File: config.mk
export PLATFORM = sky130hd
export DESIGN_NAME = cmd_ring_fetcher
export DESIGN_NICKNAME = d
export VERILOG_FILES = /design/src/rtl/cqf_pkg.sv /design/src/rtl/cqf_ring_track.sv /design/src/rtl/cqf_cmd_fifo.sv /design/src/rtl/cqf_load_mon.sv /design/src/rtl/cmd_ring_fetcher.sv
export SDC_FILE = /design/constraint.sdc
export NUM_CORES = 1
export LEC_CHECK = 0
export BUFFER_PORTS_ARGS = -buffer_cell sky130_fd_sc_hd__buf_2
export CORE_MARGIN = 1.5
export CORE_UTILIZATION = 29
export DETAILED_ROUTE_END_ITERATION = 6
export GPL_TIMING_DRIVEN = 0
export PLACE_DENSITY = 0.52
export SLEW_MARGIN = 30
export SYNTH_ARGS = -nofsm -noshare
export SYNTH_HDL_FRONTEND = slang
export SYNTH_SLANG_ARGS = --single-unit
File: constraint.sdc
create_clock -name clk -period 50.7 [get_ports clk]
set_clock_uncertainty 0.15 [all_clocks]
set_input_delay 10.14 -clock clk [delete_from_list [all_inputs] [get_ports clk]]
set_output_delay 10.14 -clock clk [all_outputs]
set_load 0.02 [all_outputs]
File: src/rtl/cqf_pkg.sv
package cqf_pkg;
   localparam int unsigned ENTRY_BYTES = 64;
   localparam int unsigned ENTRY_W     = ENTRY_BYTES * 8;
   localparam int unsigned ENTRY_SH    = $clog2(ENTRY_BYTES);

   typedef enum logic {
      MODE_DOORBELL = 1'b0,
      MODE_POLL     = 1'b1
   } fetch_mode_e;
endpackage

File: src/rtl/cqf_ring_track.sv
module cqf_ring_track #(
   parameter int unsigned IDX_W = 4,
   parameter int unsigned LG2_W = $clog2(IDX_W + 1)
) (
   input  logic             clk,
   input  logic             rst_n,
   input  logic [LG2_W-1:0] cfg_lg2,
   input  logic             issue,
   input  logic             accept,
   input  logic             rewind,
   output logic [IDX_W-1:0] head_idx,
   output logic [IDX_W-1:0] fetch_idx,
   output logic             exp_phase
);
   logic [IDX_W-1:0] ring_mask;
   logic [IDX_W-1:0] head_inc;
   logic [IDX_W-1:0] fetch_inc;
   logic             head_wrap;

   assign ring_mask = ~({IDX_W{1'b1}} << cfg_lg2);
   assign head_wrap = (head_idx == ring_mask);
   assign head_inc  = head_wrap ? '0 : head_idx + IDX_W'(1);
   assign fetch_inc = (fetch_idx + IDX_W'(1)) & ring_mask;

   always_ff @(posedge clk) begin
      if (!rst_n) begin
         head_idx  <= '0;
         fetch_idx <= '0;
         exp_phase <= 1'b1;
      end else begin
         if (accept) begin
            head_idx <= head_inc;
            if (head_wrap) exp_phase <= ~exp_phase;
         end
         if (rewind)     fetch_idx <= head_idx;
         else if (issue) fetch_idx <= fetch_inc;
      end
   end

   // leaving the last slot lands on slot 0 with the opposite phase
   p_phase_turn_r5: assert property (@(posedge clk) disable iff (!rst_n)
      (accept && head_wrap) |=> (head_idx == '0) && (exp_phase != $past(exp_phase)));

   // after a miss the next fetch targets the head slot
   p_rewind_head_r6: assert property (@(posedge clk) disable iff (!rst_n)
      (rewind && !accept) |=> (fetch_idx == head_idx));
endmodule

File: src/rtl/cqf_cmd_fifo.sv
module cqf_cmd_fifo #(
   parameter int unsigned W     = 512,
   parameter int unsigned DEPTH = 4,
   parameter int unsigned CNT_W = $clog2(DEPTH + 1)
) (
   input  logic             clk,
   input  logic             rst_n,
   input  logic             push,
   input  logic [W-1:0]     push_data,
   input  logic             pop_ready,
   output logic             out_valid,
   output logic [W-1:0]     out_data,
   output logic [CNT_W-1:0] count
);
   localparam int unsigned PTR_W = $clog2(DEPTH);

   if (DEPTH < 2 || (DEPTH & (DEPTH - 1)) != 0) begin : g_bad_depth
      $error("cqf_cmd_fifo: DEPTH must be a power of two >= 2");
   end

   logic [W-1:0]     store [DEPTH];
   logic [PTR_W-1:0] wr_ptr;
   logic [PTR_W-1:0] rd_ptr;
   logic             pop;
   logic             full;

   assign out_valid = (count != '0);
   assign out_data  = store[rd_ptr];
   assign pop       = out_valid && pop_ready;
   assign full      = (count == CNT_W'(DEPTH));

   always_ff @(posedge clk) begin
      if (!rst_n) begin
         wr_ptr <= '0;
         rd_ptr <= '0;
         count  <= '0;
      end else begin
         if (push) begin
            store[wr_ptr] <= push_data;
            wr_ptr        <= wr_ptr + PTR_W'(1);
         end
         if (pop) rd_ptr <= rd_ptr + PTR_W'(1);
         count <= count + CNT_W'(push) - CNT_W'(pop);
      end
   end

   // the issue gate reserves room for every answer in flight
   p_push_room_r7: assert property (@(posedge clk) disable iff (!rst_n)
      push |-> !full);

   // a stalled command keeps its value
   p_hold_cmd_r11: assert property (@(posedge clk) disable iff (!rst_n)
      (out_valid && !pop_ready) |=> out_valid && $stable(out_data));
endmodule

File: src/rtl/cqf_load_mon.sv
module cqf_load_mon
   import cqf_pkg::*;
#(
   parameter int unsigned WIN    = 8,
   parameter int unsigned LOAD_W = $clog2(WIN + 1)
) (
   input  logic              clk,
   input  logic              rst_n,
   input  logic              sample,
   input  logic              hit,
   input  logic [LOAD_W-1:0] thresh,
   output fetch_mode_e       mode
);
   logic [LOAD_W-1:0] load_cnt;

   if (WIN == 1) begin : g_single
      logic win_q;
      always_ff @(posedge clk) begin
         if (!rst_n)      win_q <= 1'b0;
         else if (sample) win_q <= hit;
      end
      assign load_cnt = LOAD_W'(win_q);
   end else begin : g_shift
      logic [WIN-1:0] win_q;
      always_ff @(posedge clk) begin
         if (!rst_n)      win_q <= '0;
         else if (sample) win_q <= {win_q[WIN-2:0], hit};
      end
      assign load_cnt = LOAD_W'($countones(win_q));
   end

   assign mode = (load_cnt >= thresh) ? MODE_POLL : MODE_DOORBELL;

   // the load figure moves only when a fetch result is recorded
   p_load_steady_r10: assert property (@(posedge clk) disable iff (!rst_n)
      !sample |=> $stable(load_cnt));
endmodule

File: src/rtl/cmd_ring_fetcher.sv
module cmd_ring_fetcher
   import cqf_pkg::*;
#(
   parameter int unsigned ADDR_W     = 32,
   parameter int unsigned IDX_W      = 4,
   parameter int unsigned MAX_OUT    = 2,
   parameter int unsigned FIFO_DEPTH = 4,
   parameter int unsigned WIN        = 8,
   parameter int unsigned TIME_W     = 8,
   parameter int unsigned LG2_W      = $clog2(IDX_W + 1),
   parameter int unsigned LOAD_W     = $clog2(WIN + 1),
   parameter int unsigned LEN_W      = $clog2(ENTRY_BYTES + 1)
) (
   input  logic               clk,
   input  logic               rst_n,
   input  logic [ADDR_W-1:0]  cfg_base,
   input  logic [LG2_W-1:0]   cfg_ring_lg2,
   input  logic [TIME_W-1:0]  cfg_rtt,
   input  logic [LOAD_W-1:0]  cfg_thresh,
   input  logic               doorbell,
   input  logic [TIME_W-1:0]  xfer_left,
   output logic               req_valid,
   input  logic               req_ready,
   output logic [ADDR_W-1:0]  req_addr,
   output logic [LEN_W-1:0]   req_len,
   input  logic               cpl_valid,
   input  logic [ENTRY_W-1:0] cpl_data,
   output logic               cmd_valid,
   input  logic               cmd_ready,
   output logic [ENTRY_W-1:0] cmd_data
);
   localparam int unsigned OUT_W   = $clog2(MAX_OUT + 1);
   localparam int unsigned FCNT_W  = $clog2(FIFO_DEPTH + 1);
   localparam int unsigned SUM_W   = $clog2(MAX_OUT + FIFO_DEPTH + 1);
   localparam int unsigned PHASE_B = ENTRY_W - 1;

   if (MAX_OUT < 1 || MAX_OUT > FIFO_DEPTH) begin : g_bad_out
      $error("cmd_ring_fetcher: MAX_OUT must be in 1..FIFO_DEPTH");
   end
   if (IDX_W + ENTRY_SH > ADDR_W) begin : g_bad_addr
      $error("cmd_ring_fetcher: ring span exceeds address width");
   end

   logic              armed;
   logic [OUT_W-1:0]  out_cnt;
   logic [OUT_W-1:0]  squash_cnt;
   logic              db_pend;
   logic [FCNT_W-1:0] fifo_cnt;
   logic [SUM_W-1:0]  committed;
   logic [IDX_W-1:0]  head_idx;
   logic [IDX_W-1:0]  fetch_idx;
   logic              exp_phase;
   fetch_mode_e       mode;
   logic              fire;
   logic              cpl_live;
   logic              cpl_stale;
   logic              accept;
   logic              miss;

   assign committed = SUM_W'(out_cnt) + SUM_W'(fifo_cnt);
   assign req_valid = armed
                   && (out_cnt < OUT_W'(MAX_OUT))
                   && (committed < SUM_W'(FIFO_DEPTH))
                   && (xfer_left <= cfg_rtt)
                   && ((mode == MODE_POLL) || db_pend);
   assign fire      = req_valid && req_ready;
   assign req_addr  = cfg_base + (ADDR_W'(fetch_idx) << ENTRY_SH);
   assign req_len   = LEN_W'(ENTRY_BYTES);

   assign cpl_live  = cpl_valid && (squash_cnt == '0);
   assign cpl_stale = cpl_valid && (squash_cnt != '0);
   assign accept    = cpl_live && (cpl_data[PHASE_B] == exp_phase);
   assign miss      = cpl_live && (cpl_data[PHASE_B] != exp_phase);

   always_ff @(posedge clk) begin
      if (!rst_n) begin
         armed      <= 1'b0;
         out_cnt    <= '0;
         squash_cnt <= '0;
         db_pend    <= 1'b0;
      end else begin
         armed   <= 1'b1;
         out_cnt <= out_cnt + OUT_W'(fire) - OUT_W'(cpl_valid);
         if (miss)           squash_cnt <= out_cnt - OUT_W'(1) + OUT_W'(fire);
         else if (cpl_stale) squash_cnt <= squash_cnt - OUT_W'(1);
         if (doorbell || (accept && mode == MODE_DOORBELL)) db_pend <= 1'b1;
         else if (fire)                                     db_pend <= 1'b0;
      end
   end

   cqf_ring_track #(.IDX_W(IDX_W), .LG2_W(LG2_W)) ring_i (
      .clk       (clk),
      .rst_n     (rst_n),
      .cfg_lg2   (cfg_ring_lg2),
      .issue     (fire),
      .accept    (accept),
      .rewind    (miss),
      .head_idx  (head_idx),
      .fetch_idx (fetch_idx),
      .exp_phase (exp_phase)
   );

   cqf_load_mon #(.WIN(WIN), .LOAD_W(LOAD_W)) load_i (
      .clk    (clk),
      .rst_n  (rst_n),
      .sample (cpl_live),
      .hit    (accept),
      .thresh (cfg_thresh),
      .mode   (mode)
   );

   cqf_cmd_fifo #(.W(ENTRY_W), .DEPTH(FIFO_DEPTH), .CNT_W(FCNT_W)) fifo_i (
      .clk       (clk),
      .rst_n     (rst_n),
      .push      (accept),
      .push_data (cpl_data),
      .pop_ready (cmd_ready),
      .out_valid (cmd_valid),
      .out_data  (cmd_data),
      .count     (fifo_cnt)
   );

   // outstanding fetches stay within the cap
   p_out_cap_r3: assert property (@(posedge clk) disable iff (!rst_n)
      out_cnt <= OUT_W'(MAX_OUT));

   // a request only appears inside the lead window
   p_lead_gate_r8: assert property (@(posedge clk) disable iff (!rst_n)
      req_valid |-> (xfer_left <= cfg_rtt));

   // below the threshold nothing leaves without a doorbell credit
   p_db_quiet_r9: assert property (@(posedge clk) disable iff (!rst_n)
      (mode == MODE_DOORBELL && !db_pend) |-> !req_valid);

   // answers only come for requests in flight; discards never exceed them
   p_cpl_owed_r6: assert property (@(posedge clk) disable iff (!rst_n)
      cpl_valid |-> (out_cnt != '0));
   p_squash_bound_r6: assert property (@(posedge clk) disable iff (!rst_n)
      squash_cnt <= out_cnt);
endmodule

Word-level counts from Yosys, hierarchy flattened --
Memory sizes are Yosys's and may differ from the RTL's. A register that Yosys moved wholly into a read port is not among the register bits. Cells that the tools add are included.
Storage, ports and cells: input bits 573, RAM bits 2048, logic and storage cells 78, output and inout bits 553, memories kept 1, flip-flop bits (word level) 30
Memory list:
- fifo_i.store | depth 4, width 512, read ports 1, clocked after memory_dff 1, wr ports 1, line cqf_cmd_fifo.sv:21 | logic [W-1:0] store [DEPTH];
Operators by class: add/subtract/negate cells 20, muxes and demuxes 14, bitwise logic cells 4, eq/ne operators 3, shifts and indexed selects 1, reduce and logical (&&, ||, !) cells 20, $lt $le $gt $ge 4
Operators with widths (number):
- adder 32 x 10 -> 32 bit | 1
- adder 4 bit | 3
- two-way mux 4 bit | 3
- logical AND 1 bit | 11
- adder 1 x 1 -> 2 bit | 4
- adder 4 x 1 -> 4 bit (second input constant) | 2
- <= comparator 8 bit | 1
- two-way mux 2 bit | 4
- nonzero test 2 bit | 4
- two-way mux 1 bit | 7
- adder 2 x 1 -> 2 bit | 2
- adder 2 x 1 -> 2 bit (second input constant) | 2
- bitwise AND 4 bit | 1
- equality test 4 bit | 1
- greater-or-equal comparator 4 bit | 1
- inverter 4 bit | 1
- left shift 4 x 3 -> 4 bit (first input constant) | 1
- subtractor 2 x 1 -> 2 bit (second input constant) | 2
- adder 2 x 3 -> 3 bit | 1
- adder 3 x 1 -> 3 bit | 1
- less-than comparator 3 bit (second input constant) | 1
- nonzero test 3 bit | 1
- subtractor 3 x 1 -> 3 bit | 1
- logical NOT 2 bit | 1
- other kinds (7) | 9

Longest topological paths before layout --
word-level depth 10, mapped depth 18, gate-level depth less buffers 18

Hierarchy --
From an unflattened synthesis, not the netlist that was laid out.
Unflattened totals: cell total of the unflattened synthesis 3015, area, all modules 76961.3 sq um
By module, submodules not included:
- cqf_cmd_fifo | cells an instance 2719, instances 1, area each 74511.5 sq um, sequential area each 61679.2 sq um
- cmd_ring_fetcher | cells an instance 177, instances 1, area each 1311.3 sq um, sequential area each 120.1 sq um
- cqf_load_mon | cells an instance 61, instances 1, area each 604.3 sq um, sequential area each 160.2 sq um
- cqf_ring_track | cells an instance 58, instances 1, area each 534.3 sq um, sequential area each 180.2 sq um

Least setup slack after synthesis --
No wires, ideal clock.
path type input-to-reg, start point in cpl_valid, end point mem fifo_i.store[0][0], enable pin, setup time 0.948 ns, cell stages on the path 6, arrival time 22.585 ns, buffers on the path 2, data required time 49.602 ns, path slack 27.017 ns, path through and2_1 -> buf_2 -> nand2_1 -> inv_1 -> clkbuf_1 -> and3_1
On the way: longest elaborated chain between the ends 5
Ends and longest elaborated chain:
- start, declared | line cmd_ring_fetcher.sv:26 | input logic cpl_valid,
- logical AND 1 bit | line cmd_ring_fetcher.sv:70 | assign cpl_live = cpl_valid && (squash_cnt == '0);
- logical AND 1 bit | line cmd_ring_fetcher.sv:72 | assign accept = cpl_live && (cpl_data[PHASE_B] == exp_phase);
- net accept | line cmd_ring_fetcher.sv:57 | logic accept;
- two-way mux 1 bit | line cqf_cmd_fifo.sv:38 | if (push) begin
- two-way mux 1 bit | line cqf_cmd_fifo.sv:33 | if (!rst_n) begin
- two-way mux 1 bit (not written as such) | line cqf_cmd_fifo.sv:39 | store[wr_ptr] <= push_data;
- end, declared | line cqf_cmd_fifo.sv:21
The timed path passes the listed nets, and every way through them passes these cells.

Final worst setup path --
start point in cfg_base[6], end point out req_addr[30]
On the way: longest elaborated chain between the ends 1
Ends and longest elaborated chain:
- start, declared | line cmd_ring_fetcher.sv:16 | input logic [ADDR_W-1:0] cfg_base,
- adder 32 x 10 -> 32 bit | line cmd_ring_fetcher.sv:67 | assign req_addr = cfg_base + (ADDR_W'(fetch_idx) << ENTRY_SH);
- end, declared | line cmd_ring_fetcher.sv:24 | output logic [ADDR_W-1:0] req_addr,
Every way passes these cells.

==> qor.yml <==
fillers: 24300
setup_viol: 0
hp-class: "flop to flop"
grt_pass1_vias: 38600
ff2ff_setup_slack_ps: 45650
cts_root_buffer: "clkbuf_16"
drive_gt1_frac: 0.452
slew_headroom: 0.373
hold_end: "load_i.g_shift.win_q[4]"
grt_usage: 0.151
synthFlopType: "edfxtp_1"
post_cts_buffers: 0
maxCapViolCount: 0
drtIter0Drc: 2657
final_cells: 8199
dpl.cell_count: 7729
antenna_found_initial: 152
wl_per_cell_microns: 25.3
avgViaCountPerCell: 4.52
die_h_microns: 516
drcViolationCount: 0
clk_pin_slew_worst_paths_ps: 60
synth_edf_count: 2048
clock-sinks: 2080
ys_seq_area_frac: 0.814
status: "complete, no violations"
dieArea_sq_um: 266000
port_buffers: 1112
cts_resized: 0
grt_overflow: 0
layout_commonest_cell: "edfxtp_1"
synthArstFlopShare: 0
hold_depth: 2
pin_count: 1126
routed_wirelength_microns: 207000
dpl.hpwl_microns: 148000
hold_viol: 0
final_cell_mix: "edfxtp_1, buf_2, mux4_2"
timing.rr.start: "squash_cnt[0]"
drtPass1Iterations: 5
max-clock-path-buffers: 4
p_per_area_nw_per_um2: 47.3
maxSlewViolCount: 0
syn-mean-instance-area_sq_um: 25.2
yosys.area.top_type: "edfxtp_1"
ir_worst_vdd_mv: 0.0329
gp_congestion: 0.778
required_ps: 40410
grt_pass1_wl_microns: 287000
worstSetupPathType: "primary input to output pin"
initial_core_util: 0.291
leakage_nw: 31.4
reg2reg_depth: 16
layout.nets: 5056
insertion_delay_ps: 850
min-delay-start: "load_i.g_shift.win_q[4]"
vias: 37000
h-tree-depth: 4
netlist_area_sq_um: 76400
fmax_mhz: 43.7
cts_buffers: 226
core_area_sq_um: 262000
start_kind: "primary input"
synth_cells: 3028
yosysUniqueCellTypes: 46
synth.top_cell.area_share: 0.805
synth_area_leaders: "edfxtp_1, mux4_2, dfxtp_1"
r2r_end: "fifo_i.store[1][123]"
tns_ps: 0
ant_nets: 0
num_rows: 188
grt_max_degree: 39
rsz0062_at_grt: "false"
worst-slew-pin-transition_ps: 941
tritoncts: "done"
die_x_microns: 516
arrival_ps: 12620
hold_buffers: 0
period_share: 0.452
yosysWarningCount: 0
crit_fanout: 5
ys_ff_latch: 2080
final.min_clock_period_ps: 22910
syn_to_final_growth_pct: 24.8
end_kind: "output pin"
==> critical path: stages <==
cell      delay [ps]
buf_2            100
ha_1             160
inv_1             50
fa_1             410
nor2b_1          120
o21ai_0          130
a211oi_2         710
nand4_1          260
nor2_1           180
xor2_1           160
buf_2            180
==> metal layers <==
metal  routed length, microns  GRT usage  vias up  share of wire
met4                     5970     0.0440      120          0.029
li1                         -          -    15900              -
met2                   101000      0.251     1309           0.49
met1                    76700      0.172    19200           0.37
met5                      759          0        -         0.0037
met3                    22500     0.0712      480           0.11
==> metrics by stage <==
stage                     setup slack (ps)  hold WS, ps  power [mW]  cell area [sq um]   util
after global placement               14410          311        3.00              86400  0.330
final                                27790          335        4.51              95300  0.364
after floorplan                      27020          297        2.59              76400      -
after detailed placement             27770          318        2.98              88000  0.336
after CTS                            27760          334        4.59              95200  0.363
after global routing                 27570          359        4.69              95200  0.363
==> worst max-delay path by stage <==
stage / from / endpoint / slack [ps] / depth (start not counted)
6_report: cfg_base[6] / req_addr[30] / 27790 / 11
5_1_grt: cfg_base[6] / req_addr[26] / 27570 / 11
4_1_cts: cfg_base[6] / req_addr[30] / 27760 / 11
3_5_place_dp: cfg_base[6] / req_addr[30] / 27770 / 11
3_3_place_gp: cpl_data[511] / fifo_i.store[1][73] / 14410 / 6
2_1_floorplan: cpl_valid / fifo_i.store[0][0] / 27020 / 6
==> cells in the mapped netlist (2+ instances only) <==
| cell type | n |
|---|---|
| and2_1 | 13 |
| and3_1 | 10 |
| o21ai_0 | 15 |
| buf_4 | 13 |
| o211ai_1 | 2 |
| clkbuf_1 | 31 |
| nand2_1 | 40 |
| dfxtp_1 | 32 |
| fa_1 | 6 |
| nor3_1 | 4 |
| nor2_1 | 19 |
| edfxtp_1 | 2048 |
| a21boi_0 | 11 |
| mux4_2 | 512 |
| or3_1 | 3 |
| ha_1 | 35 |
| a21oi_1 | 13 |
| a211oi_1 | 2 |
| nor3b_1 | 2 |
| a31oi_2 | 2 |
| xor2_1 | 13 |
| inv_1 | 39 |
| or4_1 | 2 |
| conb_1 | 2 |
| nand2b_1 | 3 |
| buf_2 | 52 |
| nand4_1 | 7 |
| nor2b_1 | 8 |
| nand3_1 | 12 |
| buf_1 | 38 |
| xnor2_1 | 24 |
==> sequential cells by signal (all words and copies together) (netlist names), named ones only <==
name / count
fifo_i.store: 2048
armed: 1
load_i.g_shift.win_q: 8
ring_i.head_idx: 4
ring_i.fetch_idx: 4
ring_i.exp_phase: 1
out_cnt: 2
db_pend: 1
squash_cnt: 2
fifo_i.rd_ptr: 2
fifo_i.wr_ptr: 2
fifo_i.count: 3
==> where the power goes <==
| part | internal, mW | total, mW | switching [mW] |
|---|---|---|---|
| combinational | 0.389 | 0.988 | 0.599 |
| sequential | 1.92 | 1.92 | 0.00703 |
| clock | 0.924 | 1.59 | 0.670 |
==> logic make-up (layout without fill, tap and decap cells) <==
logic type,count (synthesis),after routing,synth area share
mux,513,513,0.151
fa+ha+maj,41,41,0.00731
xor+xnor,37,37,0.00424
simple gates,130,130,0.00917
other cells,2,67,0.0000983
compound gates,51,51,0.00426
flops,2080,2080,0.814
buf+inv,174,1765,0.0101
==> layout make-up <==
type                       instances  area (sq um)  share of cell area
antenna                           60           150             0.00158
multi-input combinational        779         13500               0.142
clock inverter                   132          1270              0.0133
inverter                          39           146             0.00154
clock buffer                     278          5850              0.0614
sequential                      2080         62100               0.652
timing repair buffer            1181          7220              0.0758
buffer                           135           641             0.00672
tap                             3515          4400              0.0461
(Power assumes the default switching activity.)
